===== src/rtl/blackLevelPkg.sv =====
package blackLevelPkg;
  localparam int NUM_CLASS = 5;
  localparam int CLS_EMPTY = 0;
  localparam int CLS_GUARD = 1;
  localparam int CLS_REF = 2;
  localparam int CLS_ACTIVE = 3;
  localparam int CLS_TAIL = 4;

  typedef struct packed {
    logic pixel;   // a pixel is accepted this cycle
    logic clrSum;  // restart reference accumulation
    logic accum;   // add this pixel to the reference sum
    logic update;  // fold the line estimate into the level
  } ctlStrobes_t;
endpackage


===== src/rtl/blackLevelCtl.sv =====
module blackLevelCtl
  import blackLevelPkg::*;
#(
  parameter int EMPTY_N  = 4,
  parameter int DARK_N   = 16,
  parameter int ACTIVE_N = 1608,
  parameter int TAIL_N   = 16
) (
  input  logic                 clk,
  input  logic                 rstN,
  input  logic                 pixValid,
  input  logic                 lineStart,
  output ctlStrobes_t          strb,
  output logic [NUM_CLASS-1:0] flags
);
  localparam int TOTAL    = EMPTY_N + DARK_N + ACTIVE_N + TAIL_N;
  localparam int COL_W    = $clog2(TOTAL + 1);
  localparam int GUARD_LO = EMPTY_N;
  localparam int GUARD_HI = EMPTY_N + DARK_N - 1;
  localparam int ACT_LO   = EMPTY_N + DARK_N;
  localparam int TAIL_LO  = ACT_LO + ACTIVE_N;

  logic [COL_W-1:0] colCnt;
  logic [COL_W-1:0] col;

  assign col = lineStart ? '0 : colCnt;

  always_ff @(posedge clk) begin
    if (!rstN) begin
      colCnt <= COL_W'(TOTAL);
    end else if (pixValid) begin
      colCnt <= (col == COL_W'(TOTAL)) ? col : col + 1'b1;
    end
  end

  always_comb begin
    flags = '0;
    flags[CLS_EMPTY]  = col < COL_W'(GUARD_LO);
    flags[CLS_GUARD]  = (col == COL_W'(GUARD_LO)) || (col == COL_W'(GUARD_HI));
    flags[CLS_REF]    = (col > COL_W'(GUARD_LO)) && (col < COL_W'(GUARD_HI));
    flags[CLS_ACTIVE] = (col >= COL_W'(ACT_LO)) && (col < COL_W'(TAIL_LO));
    flags[CLS_TAIL]   = (col >= COL_W'(TAIL_LO)) && (col < COL_W'(TOTAL));
  end

  always_comb begin
    strb.pixel  = pixValid;
    strb.clrSum = pixValid && lineStart;
    strb.accum  = pixValid && flags[CLS_REF];
    strb.update = pixValid && (col == COL_W'(GUARD_HI));
  end
endmodule


===== src/rtl/blackLevelDp.sv =====
module blackLevelDp
  import blackLevelPkg::*;
#(
  parameter int PIX_W   = 12,
  parameter int REF_N   = 14,
  parameter int SHIFT_W = 3,
  parameter int FRAC    = 16
) (
  input  logic                 clk,
  input  logic                 rstN,
  input  ctlStrobes_t          strb,
  input  logic [NUM_CLASS-1:0] flags,
  input  logic [PIX_W-1:0]     pixIn,
  input  logic [SHIFT_W-1:0]   iirShift,
  output logic [PIX_W-1:0]     pixOut,
  output logic                 pixOutValid,
  output logic [PIX_W-1:0]     blackLevel,
  output logic [NUM_CLASS-1:0] classFlags
);
  localparam int SUM_W  = PIX_W + $clog2(REF_N + 1);
  localparam int RECIP  = ((1 << FRAC) + REF_N / 2) / REF_N;
  localparam int PROD_W = SUM_W + FRAC + 1;

  logic [SUM_W-1:0]        refSum;
  logic [PIX_W-1:0]        level;
  logic [PROD_W-1:0]       scaled;
  logic [PIX_W-1:0]        lineMean;
  logic signed [PIX_W+1:0] diff;
  logic signed [PIX_W+1:0] step;
  logic signed [PIX_W+1:0] nextLevel;
  logic [PIX_W:0]          corrected;

  always_comb begin
    scaled    = PROD_W'(refSum) * PROD_W'(RECIP) + PROD_W'(1 << (FRAC - 1));
    lineMean  = PIX_W'(scaled >> FRAC);
    diff      = $signed({2'b00, lineMean}) - $signed({2'b00, level});
    step      = diff >>> iirShift;
    nextLevel = $signed({2'b00, level}) + step;
    corrected = {1'b0, pixIn} - {1'b0, level};
  end

  always_ff @(posedge clk) begin
    if (!rstN) begin
      refSum <= '0;
      level  <= '0;
    end else begin
      if (strb.clrSum)      refSum <= '0;
      else if (strb.accum)  refSum <= refSum + SUM_W'(pixIn);
      if (strb.update)      level  <= PIX_W'(nextLevel);
    end
  end

  always_ff @(posedge clk) begin
    if (!rstN) begin
      pixOutValid <= 1'b0;
      pixOut      <= '0;
      classFlags  <= '0;
    end else begin
      pixOutValid <= strb.pixel;
      classFlags  <= strb.pixel ? flags : '0;
      if (strb.pixel) begin
        if (flags[CLS_ACTIVE]) pixOut <= corrected[PIX_W] ? '0 : corrected[PIX_W-1:0];
        else                   pixOut <= pixIn;
      end
    end
  end

  assign blackLevel = level;
endmodule


===== src/rtl/blackLevelEst.sv =====
module blackLevelEst
  import blackLevelPkg::*;
#(
  parameter int PIX_W    = 12,
  parameter int EMPTY_N  = 4,
  parameter int DARK_N   = 16,
  parameter int ACTIVE_N = 1608,
  parameter int TAIL_N   = 16,
  parameter int SHIFT_W  = 3
) (
  input  logic                 clk,
  input  logic                 rstN,
  input  logic [PIX_W-1:0]     pixIn,
  input  logic                 pixValid,
  input  logic                 lineStart,
  input  logic [SHIFT_W-1:0]   iirShift,
  output logic [PIX_W-1:0]     pixOut,
  output logic                 pixOutValid,
  output logic [PIX_W-1:0]     blackLevel,
  output logic [NUM_CLASS-1:0] classFlags
);
  localparam int REF_N = DARK_N - 2;

  ctlStrobes_t          strb;
  logic [NUM_CLASS-1:0] flags;

  blackLevelCtl #(
    .EMPTY_N(EMPTY_N), .DARK_N(DARK_N), .ACTIVE_N(ACTIVE_N), .TAIL_N(TAIL_N)
  ) u_ctl (
    .clk(clk), .rstN(rstN), .pixValid(pixValid), .lineStart(lineStart),
    .strb(strb), .flags(flags)
  );

  blackLevelDp #(
    .PIX_W(PIX_W), .REF_N(REF_N), .SHIFT_W(SHIFT_W)
  ) u_dp (
    .clk(clk), .rstN(rstN), .strb(strb), .flags(flags), .pixIn(pixIn),
    .iirShift(iirShift), .pixOut(pixOut), .pixOutValid(pixOutValid),
    .blackLevel(blackLevel), .classFlags(classFlags)
  );
endmodule


===== config.mk =====
export PLATFORM = sky130hd
export DESIGN_NAME = blackLevelEst
export DESIGN_NICKNAME = d
export VERILOG_FILES = /design/src/rtl/blackLevelPkg.sv /design/src/rtl/blackLevelCtl.sv /design/src/rtl/blackLevelDp.sv /design/src/rtl/blackLevelEst.sv
export SDC_FILE = /design/constraint.sdc
export NUM_CORES = 1
export LEC_CHECK = 0
export BUFFER_PORTS_ARGS = -buffer_cell sky130_fd_sc_hd__buf_2
export CAP_MARGIN = 10
export CORE_MARGIN = 2
export CORE_UTILIZATION = 40
export DETAILED_ROUTE_END_ITERATION = 7
export PLACE_DENSITY = 0.65
export SKIP_LAST_GASP = 1
export SLEW_MARGIN = 15
export SYNTH_ARGS = -nofsm -noshare
export SYNTH_HDL_FRONTEND = slang
export SYNTH_HIERARCHICAL = 1
export SYNTH_SLANG_ARGS = --single-unit

===== constraint.sdc =====
create_clock -name clk -period 9 [get_ports clk]
set_input_delay 0.45 -clock clk [delete_from_list [all_inputs] [get_ports clk]]
set_output_delay 0.45 -clock clk [all_outputs]
set_load 0.01 [all_outputs]

==> flow_summary.toml, run 1 <==
[yosys]
synth_area_mm2 = 0.00728
async_reset_ff_share_pct = 0
ys_types = 67
synth_seq_cells = 57
syn_nets = 1049
yosys-top-cells-area = "ha_1, dfxtp_1, fa_1, inv_1, xnor2_1"
synth_cells = 857
synth-edff-count = 0
ys.flop_type = "dfxtp_1"
synthTopCellsByCount = "ha_1, inv_1, nor2_1"
ys_seq_area_share_pct = 15.7
synth.top_cell.area_share_pct = 23.9
syn_area_per_cell_um2 = 8.49
yosys_warnings = 6
yosysMostFrequentCell = "ha_1"
yosysTopAreaCell = "ha_1"

[floorplan]
rows = 49
die_h_um = 139
core_mm2 = 0.0179
pin_count = 49
initial_core_util_pct = 40.6
dieArea_mm2 = 0.0193
die-width_um = 139

[clock_tree]
cts_tree = "built"
numCtsBuffers = 9
cts.htree.levels = 3
clock_path_buffers = 2
cts.sinks = 57
holdBufCountCts = 0
clkTransAtPathRegs_ps = 60
insertion_delay_ps = 340
cts-root-buf = "clkbuf_16"

[worst_setup_path]
cp_slowest_cell = "fa_1"
critPathMaxStageDelay_ps = 490
cp_top_family = "adder cells"
cp_common_cell = "ha_1"
r2r_cells = 38
reg2reg_from = "u_dp/refSum[4]$_SDFFE_PP0P_"
cp-end-kind = "flip-flop"
critPathLaunch = "u_dp/refSum[4]$_SDFFE_PP0P_"
crit_type = "reg2reg"
cp_max_fo = 6
cp-start-kind = "flip-flop"
r2r-end = "u_dp/blackLevel[11]$_SDFFE_PN0P_"
worstSetupEndpoint = "u_dp/blackLevel[11]$_SDFFE_PN0P_"
path_buf_inv = 4
worstPathRequired_ps = 9220
crit_arrival_ps = 8600
path_depth = 38
reg2reg_setup_slack_ps = 630

[route]
vias = 6143
routed_wirelength_um = 16400
drt_iter0_drc = 293
ant_nets = 0
viasPerCell = 5.44
wl_per_cell_um = 14.5
dr.pass1.iters = 4
remaining_drc_errors = 0

[sta]
fin_setup_tns_ps = 0
finalHoldViolCount = 0
fin_crit_ps = 8370
setup_viol = 0
finalWorstSetupSlack_ps = 626
tightest_slew_ps = 898
rsz0062_at_grt = "no"
finClkSkew_ps = 8.03
max_freq_mhz = 119
slew_headroom_pct = 39.9
period_share_pct = 93.0
maxSlewViolCount = 0

[placement]
gp_congestion = 0.855
hpwl_um = 13300
place_ws_ps = 226
dp_cells = 1112
numPortBuffers = 48

[pwr]
netSwitchingFraction_pct = 31.7
p_sw_mw = 0.274
internal_power_mw = 0.591
seqPwrFrac_pct = 31.2
leakage_nw = 4.09
cellPowerDensity_mw_per_mm2 = 107
clkPwrFrac_pct = 41.4
ir_drop_v = 0.000158
p_comb_share_pct = 27.4

[grt]
grt_max_degree = 50
grt_overflow = 0
grt_pass1_vias = 5699
antenna_found_initial = 0
track_usage_pct = 17.1
grt_first_pass_wirelength_um = 27400

[final_layout]
nets = 1087
syn_to_final_growth_pct = 11.0
drive_above_1_share_pct = 10.4
post-route-util_pct = 45.1
antennaDiodeCount = 0
finalNonFillerCells = 1129

[flow_run]
maxCapViolCount = 0

[min_path]
hold_class = "in2reg"

[run_status]
status = "finished, final reports clean"
==> placed cells by master (no fill, tap or decap), types with 31 or more instances in the layout <==
master	n
ha_1	139
inv_1	101
nor2_1	60
dfxtp_1	56
a21oi_1	53
buf_2	48
o21ai_0	44
nand2_1	42
fa_1	34
xnor2_1	31
==> layer usage <==
metal  vias up  wire, um  part of all wire (%)  global-route usage, %
met4         0       308                   1.9                   5.42
met2       104      7260                    44                   26.5
met1      2904      8300                    51                   24.2
met5         -         0                     0                      0
li1       3115         -                     -                      -
met3        20       512                   3.1                   3.14
==> worst min path at each step <==
stage	start	to	slack, ps	cells past startpoint
global route	pixIn[10]	u_dp/pixOut[10]$_SDFFE_PN0P_	460	3
floorplan	u_ctl/colCnt[8]$_SDFFE_PN0P_	u_ctl/colCnt[8]$_SDFFE_PN0P_	490	2
detailed placement	u_dp/pixOut[0]$_SDFFE_PN0P_	u_dp/pixOut[0]$_SDFFE_PN0P_	470	1
finish	pixIn[10]	u_dp/pixOut[10]$_SDFFE_PN0P_	470	3
global placement	u_dp/pixOut[3]$_SDFFE_PN0P_	u_dp/pixOut[3]$_SDFFE_PN0P_	460	1
CTS	pixIn[10]	u_dp/pixOut[10]$_SDFFE_PN0P_	450	3
==> flip-flops by register name (all words and copies together) (netlist names) <==
name	count
u_dp/classFlags	5
u_dp/pixOutValid	1
u_dp/pixOut	12
u_dp/refSum	16
u_ctl/colCnt	11
u_dp/blackLevel	12
==> cells by family (layout without fill, tap and decap cells) <==
| kind of cell | Yosys count | count (layout) | share of synthesized area (%) |
|---|---|---|---|
| AO/OA/AOI/OAI | 199 | 199 | 18.3 |
| XOR/XNOR | 48 | 48 | 5.78 |
| adder cells (fa/ha/maj) | 173 | 173 | 33.3 |
| buffers and inverters | 127 | 170 | 6.64 |
| flip-flops | 57 | 57 | 15.7 |
| multiplexers | 31 | 31 | 4.52 |
| AND/OR/NAND/NOR | 222 | 222 | 15.8 |
==> what timing repair did <==
item,4_1_cts,5_1_grt
endpoints found under the setup margin,0,3
gates resized for setup,0,9
buffers inserted,0,1
==> power by group through the flow <==
stage / combinational (mW) / sequential [mW] / clock [mW]
after floorplan: 0.181 / 0.275 / 0
after global placement: 0.230 / 0.276 / 0
after detailed placement: 0.232 / 0.276 / 0
after CTS: 0.233 / 0.270 / 0.368
after global routing: 0.267 / 0.272 / 0.382
final: 0.237 / 0.271 / 0.358
==> worst min-delay path, stage by stage <==
cell      delay (ps)
buf_2            140
nand2b_1          80
a31oi_1           80
==> layout make-up <==
cell class	instances	area [um2]
clock inverters	6	72.6
inverters	102	383
fillers	1763	9820
well taps	229	287
repair buffers	52	270
flip-flops and latches	57	1140
clock buffers	10	239
multi-input cells	673	5680
==> through the flow <==
| step | instance area, um2 | power, mW | hold WS, ps |
|---|---|---|---|
| after floorplan | 7280 | 0.457 | 494 |
| final | 8080 | 0.866 | 470 |
| after global placement | 7730 | 0.506 | 462 |
| after global routing | 8080 | 0.921 | 459 |
| after CTS | 8040 | 0.872 | 451 |
| after detailed placement | 7730 | 0.508 | 465 |
Power figures use the tool's default switching activity.
==> run 2, diff against run 1 <==
--- a/config.mk
+++ b/config.mk
@@ -6,4 +6,5 @@
 export NUM_CORES = 1
 export LEC_CHECK = 0
+export ABC_AREA = 1
 export BUFFER_PORTS_ARGS = -buffer_cell sky130_fd_sc_hd__buf_2
 export CAP_MARGIN = 10
@@ -11,5 +12,5 @@
 export CORE_UTILIZATION = 40
 export DETAILED_ROUTE_END_ITERATION = 7
-export PLACE_DENSITY = 0.65
+export PLACE_DENSITY = 0.64
 export SKIP_LAST_GASP = 1
 export SLEW_MARGIN = 15
==> constraint.sdc (replaced) <==
create_clock -name clk -period 9 [get_ports clk]
set_input_delay 0 -clock clk [delete_from_list [all_inputs] [get_ports clk]]
set_output_delay 0 -clock clk [all_outputs]
set_load 0.01 [all_outputs]
==> run 2 against run 1 <==
Power grew 6.7%. Critical path depth shrank 4. Largest power group unchanged. Flip-flop and latch count is the same. Global-route usage grew 3.1 points. Critical path type unchanged. Final cell count grew 24%.
==> flow_summary.toml, run 2 <==
[yosys]
synthAdderAreaFrac_pct = 31.1
synth_top_family_by_area = "adder cells"
ys_types = 53
synth_seq_cells = 57
ys_seq_area_share_pct = 14.7
yosys-top-cells-area = "ha_1, dfxtp_1, nand2_1, fa_1, inv_1"
ys.flop_type = "dfxtp_1"
yosysMostFrequentCell = "nand2_1"
yosys_warnings = 6
synthTopCellsByCount = "nand2_1, inv_1, ha_1"
async_reset_ff_share_pct = 0
synth_cells = 1090
synth-edff-count = 0
synth-compound-area-share_pct = 16.9
synth_area_mm2 = 0.00779
synthSimpleGateAreaFrac_pct = 22.3
synthMuxAreaShare_pct = 0.129
syn_area_per_cell_um2 = 7.14
yosysTopAreaCell = "ha_1"
syn_nets = 1282
synth.top_cell.area_share_pct = 22.3
synth_xor_area_share_pct = 4.61

[clock_tree]
clock_path_buffers = 2
insertion_delay_ps = 340
numCtsBuffers = 9
post_cts_buffers = 0
cts_resized = 0
cts.sinks = 57
cts-root-buf = "clkbuf_16"
cts_tree = "built"
cts.htree.levels = 3
clkTransAtPathRegs_ps = 60
holdBufCountCts = 0

[placement]
gp_congestion = 0.915
numPortBuffers = 48
postPlaceCellArea_mm2 = 0.00826
place_ws_ps = 1550
hpwl_um = 16500

[route]
wl_per_cell_um = 14.2
ant_nets = 0
dr.pass1.iters = 5
wl_met2_um = 9200
drt_iter0_drc = 441
met1_length_um = 9570
remaining_drc_errors = 0
vias = 7145
met3WireLength_um = 694
dr.max_layer_used = "met4"
viasPerCell = 5.10
routed_wirelength_um = 19900

[grt]
grt_first_pass_wirelength_um = 33100
grt_overflow = 0
track_usage_pct = 20.2
grt_max_degree = 27
grt_pass1_vias = 6757
antenna_found_initial = 0

[min_path]
min_to = "u_dp/pixOut[2]$_SDFFE_PN0P_"
hold_class = "in2reg"
worstHoldStart = "pixIn[2]"
holdPathStages = 3

[pwr]
internal_power_mw = 0.569
cellPowerDensity_mw_per_mm2 = 108
leakage_nw = 4.66
p_sw_mw = 0.355
netSwitchingFraction_pct = 38.4
clkPwrFrac_pct = 35.3
p_comb_share_pct = 35.1
ir_drop_v = 0.000103
seqPwrFrac_pct = 29.6

[final_layout]
largest_reg_flops = 16
nets = 1322
syn_to_final_growth_pct = 9.61
final_common_cell = "nand2_1"
final_cell_mix = "nand2_1, inv_1, ha_1"
final_area_mm2 = 0.00853
antennaDiodeCount = 0
drive_above_1_share_pct = 10.3
post-route-util_pct = 44.3
largest-register = "u_dp/refSum"

[worst_setup_path]
cp-start-kind = "flip-flop"
path_buf_inv = 6
cp_slowest_cell = "fa_1"
reg2reg_from = "u_dp/refSum[3]$_SDFFE_PP0P_"
crit_arrival_ps = 7740
reg2reg_setup_slack_ps = 1500
cp_max_fo = 5
r2r-end = "u_dp/blackLevel[8]$_SDFFE_PN0P_"
cp_top_family = "adder cells"
cp-end-kind = "flip-flop"
worstPathRequired_ps = 9230
critPathMaxStageDelay_ps = 570
r2r_cells = 34
crit_type = "reg2reg"

[floorplan]
initial_core_util_pct = 40.4
core_mm2 = 0.0193
pin_count = 49
die-width_um = 144
die_h_um = 144
rows = 51
dieArea_mm2 = 0.0206

[sta]
tightest_slew_ps = 873
rsz0062_at_grt = "no"
finalWorstSetupSlack_ps = 1500
slew_headroom_pct = 41.7
maxSlewViolCount = 0
max_freq_mhz = 133
fin_crit_ps = 7500
period_share_pct = 83.4
fin_setup_tns_ps = 0
finalHoldViolCount = 0
setup_viol = 0
holdWs_ps = 24.0
finClkSkew_ps = 7.32

[flow_run]
maxCapViolCount = 0

[run_status]
status = "finished, final reports clean"
-- run 2: changes by cell type after synthesis, sizes merged, moves of 11 or more --
| cell | delta |
|---|---|
| nand3 | +41 |
| a21oi | +60 |
| nand2 | +159 |
| nor2 | +25 |
| nor2b | -27 |
| o21ai | +40 |
| and3 | -11 |
| mux2i | -24 |
| xnor2 | -12 |
| inv | +76 |
-- run 2: layout make-up --
type,count,area (um2)
clock buffers,9,225
clock inverters,7,53.8
fillers,2053,10700
inverters,182,691
multi-input cells,831,5840
flip-flops and latches,57,1140
well taps,265,332
repair buffers,49,248
-- run 2: tightest hold or removal path, stage by stage --
cell     delay (ps)
buf_2           120
a21oi_1          70
a21oi_1         130
-- run 2: metrics by stage --
stage,std cells,total power [mW]
final,1400,0.924
after global routing,1400,0.989
after CTS,1400,0.932
after detailed placement,1384,0.601
after global placement,1384,0.600
after floorplan,1090,0.526
-- run 2: routing by layer --
| metal | track usage (%) | up-vias |
|---|---|---|
| li1 | - | 3692 |
| met1 | 27.7 | 3285 |
| met2 | 33.4 | 142 |
| met3 | 2.33 | 26 |
| met4 | 6.30 | 0 |
| met5 | 0 | - |
-- run 2: cells by family (layout without fill, tap and decap cells) --
kind of cell               count (synthesis)  count (layout)
adders and majority gates                173             173
DFF                                       57              57
xor gates and xnor gates                  41              41
and+or+nand+nor                          381             381
muxes                                      1               1
AOI/OAI and AO/OA                        235             235
buffers and inverters                    202             247
-- run 2: worst max-delay path by stage --
stage	startpoint	end	slack, ps	depth (start not counted)
after floorplan	u_dp/refSum[3]$_SDFFE_PP0P_	u_dp/blackLevel[8]$_SDFFE_PN0P_	2130	34
after global placement	u_dp/refSum[3]$_SDFFE_PP0P_	u_dp/blackLevel[8]$_SDFFE_PN0P_	1630	34
after detailed placement	u_dp/refSum[3]$_SDFFE_PP0P_	u_dp/blackLevel[8]$_SDFFE_PN0P_	1550	34
after CTS	u_dp/refSum[3]$_SDFFE_PP0P_	u_dp/blackLevel[8]$_SDFFE_PN0P_	1510	34
after global routing	u_dp/refSum[3]$_SDFFE_PP0P_	u_dp/blackLevel[8]$_SDFFE_PN0P_	930	34
final	u_dp/refSum[3]$_SDFFE_PP0P_	u_dp/blackLevel[8]$_SDFFE_PN0P_	1500	34
-- run 2: power groups by stage --
stage               combinational [mW]  sequential [mW]  clock [mW]
global route                     0.369            0.275       0.345
floorplan                        0.247            0.279           0
CTS                              0.324            0.274       0.335
global placement                 0.321            0.279           0
detailed placement               0.322            0.279           0
finish                           0.324            0.274       0.326
==> run 3, diff against run 2 <==
- ABC_AREA: 1 -> 0
- PLACE_DENSITY: 0.64 -> 0.65
- clock period: 9 -> 7.5 ns (I/O delays scaled with it)
==> run 3 against run 2 <==
The flow now finishes with violations (setup timing). Global-route usage fell by 1.7 points. Flip-flop and latch count did not move. Core utilization rose by 6.8 points. Setup slack got worse by 1800 ps. Final cell count fell by 12%. Via count fell by 8.7%. Combinational power rose by 17%. Die area fell by 6.4%. Critical path depth rose by 5. Maximum frequency fell by 3.6%. Sequential power rose by 18%. Critical endpoint is now u_dp/blackLevel[11]$_SDFFE_PN0P_. Largest cell class unchanged.
==> flow_summary.toml, run 3 (synthesis results as in run 1) <==
[final_layout]
seq_area_mm2 = 0.00115
largest-register = "u_dp/refSum"
multiInputGateArea_mm2 = 0.00598
final_area_mm2 = 0.00914
syn_to_final_growth_pct = 25.6
largest_reg_flops = 16
final_common_cell = "ha_1"
antennaDiodeCount = 0
nets = 1187
final.fill_count = 1704
drive_above_1_share_pct = 24.1
final_cell_mix = "ha_1, buf_4, inv_1"

[clock_tree]
cts.htree.levels = 3
cts-root-buf = "clkbuf_16"
clkTransAtPathRegs_ps = 60
numCtsBuffers = 9
insertion_delay_ps = 340
cts_tree = "built"
cts.sinks = 57
clock_path_buffers = 2

[min_path]
hold_class = "in2reg"
holdPathStages = 4
worstHoldStart = "pixIn[0]"
min_to = "u_dp/refSum[0]$_SDFFE_PP0P_"

[flow_run]
maxCapViolCount = 0

[sta]
fin_crit_ps = 7790
tightest_slew_ps = 927
finClkSkew_ps = 7.79
finalHoldViolCount = 0
finalWorstSetupSlack_ps = -288
max_freq_mhz = 128
holdWs_ps = 65.9
slew_headroom_pct = 37.9
maxSlewViolCount = 0
rsz0062_at_grt = "yes"
setup_viol = 3
period_share_pct = 104

[route]
routed_wirelength_um = 17700
dr.pass1.iters = 5
wl_per_cell_um = 14.4
viasPerCell = 5.31
vias = 6523
ant_nets = 0
remaining_drc_errors = 0
drt_iter0_drc = 203

[placement]
place_ws_ps = -576
hpwl_um = 14200
gp_congestion = 0.841
postPlaceCellArea_mm2 = 0.00851
numPortBuffers = 48

[floorplan]
initial_core_util_pct = 40.6
dieArea_mm2 = 0.0193
die-width_um = 139
rows = 49
die_h_um = 139
core_mm2 = 0.0179
pin_count = 49

[worst_setup_path]
cp_slowest_cell = "fa_1"
cp_top_family = "adder cells"
cp_max_fo = 4
critPathMaxStageDelay_ps = 500
r2r-end = "u_dp/blackLevel[11]$_SDFFE_PN0P_"
path_buf_inv = 7
r2r_cells = 39
crit_type = "reg2reg"
worstPathRequired_ps = 7770
crit_arrival_ps = 8060
reg2reg_from = "u_dp/refSum[4]$_SDFFE_PP0P_"
cp-end-kind = "flip-flop"
cp-start-kind = "flip-flop"
reg2reg_setup_slack_ps = -290

[grt]
antenna_found_initial = 0
grt_max_degree = 50
grt_overflow = 0
grt_pass1_vias = 6256
grt_first_pass_wirelength_um = 29700
track_usage_pct = 18.5

[pwr]
netSwitchingFraction_pct = 31.4
ir_drop_v = 0.000143
leakage_nw = 4.62
p_sw_mw = 0.355
seqPwrFrac_pct = 28.6
p_comb_share_pct = 33.6
clkPwrFrac_pct = 37.8
cellPowerDensity_mw_per_mm2 = 124
internal_power_mw = 0.775

[run_status]
status = "complete, but fails checks"
violations = "setup timing"
run 3: cell types whose count changed in the layout (fill, tap and decap cells not counted), sizes merged, moves of 10 or more:
cell and delta:
nor2b +27, mux2i +24, inv -75, nand3 -41
o211a +10, buf +102, nor2 -25, xnor2 +12
a21oi -60, and3 +11, nand2 -159, o21ai -40
run 3: timing repair:
| item | CTS | global route |
|---|---|---|
| setup endpoints to repair | 7 | 8 |
| endpoints found under the hold margin | 1 | 0 |
| setup buffers | 2 | 6 |
| hold buffers | 1 | 0 |
| gates cloned | 0 | 0 |
| gates resized for setup | 24 | 37 |
| pin swaps | 24 | 28 |
run 3: cell type report:
cell class / count / area share (%)
inverter: 102 / 4.19
clock inverter: 6 / 0.794
multi-input combinational: 673 / 65.4
timing repair buffer: 152 / 11.3
sequential: 57 / 12.6
tap: 229 / 3.13
clock buffer: 10 / 2.61
run 3: how the worst max path moves through the flow:
stage	startpoint	endpoint	slack (ps)	cells after the start
after detailed placement	u_dp/refSum[4]$_SDFFE_PP0P_	u_dp/blackLevel[11]$_SDFFE_PN0P_	-580	37
after global placement	u_dp/refSum[4]$_SDFFE_PP0P_	u_dp/blackLevel[11]$_SDFFE_PN0P_	-390	37
after floorplan	u_dp/refSum[4]$_SDFFE_PP0P_	u_dp/blackLevel[11]$_SDFFE_PN0P_	-140	38
final	u_dp/refSum[4]$_SDFFE_PP0P_	u_dp/blackLevel[11]$_SDFFE_PN0P_	-290	39
after CTS	u_dp/refSum[4]$_SDFFE_PP0P_	u_dp/blackLevel[11]$_SDFFE_PN0P_	-220	37
after global routing	u_dp/refSum[4]$_SDFFE_PP0P_	u_dp/blackLevel[11]$_SDFFE_PN0P_	-760	39
run 3: per-layer routing:
layer | vias to the layer above | share of wire, % | global-route usage, % | wire length, um
met4 | 0 | 1.7 | 5.16 | 300
met3 | 22 | 3.7 | 3.42 | 661
li1 | 3327 | - | - | -
met5 | - | 0 | 0 | 0
met1 | 3061 | 49 | 25.3 | 8670
met2 | 113 | 46 | 30.1 | 8110
run 3: worst register-to-register path, delay by kind of cell (launching register included):
kind | cells | cell delay, ps
DFF | 1 | 350
xor gates and xnor gates | 2 | 360
buffers and inverters | 7 | 620
adders and majority gates | 8 | 2780
muxes | 3 | 650
and+or+nand+nor | 5 | 420
AOI/OAI and AO/OA | 14 | 2520
run 3: stage by stage:
| step | setup TNS, ps | utilization, % | std cells | power [mW] |
|---|---|---|---|---|
| after floorplan | -144 | - | 857 | 0.553 |
| after global placement | -1140 | 47.5 | 1204 | 0.665 |
| after detailed placement | -1800 | 47.5 | 1204 | 0.668 |
| after CTS | -235 | 50.0 | 1223 | 1.11 |
| after global routing | -2920 | 51.1 | 1229 | 1.20 |
| final | -439 | 51.1 | 1229 | 1.13 |
run 3: power by group through the flow:
stage	sequential [mW]	combinational [mW]	clock, mW
5_1_grt	0.325	0.423	0.447
6_report	0.324	0.380	0.427
3_3_place_gp	0.330	0.335	0
2_1_floorplan	0.330	0.223	0
3_5_place_dp	0.330	0.338	0
4_1_cts	0.324	0.352	0.437
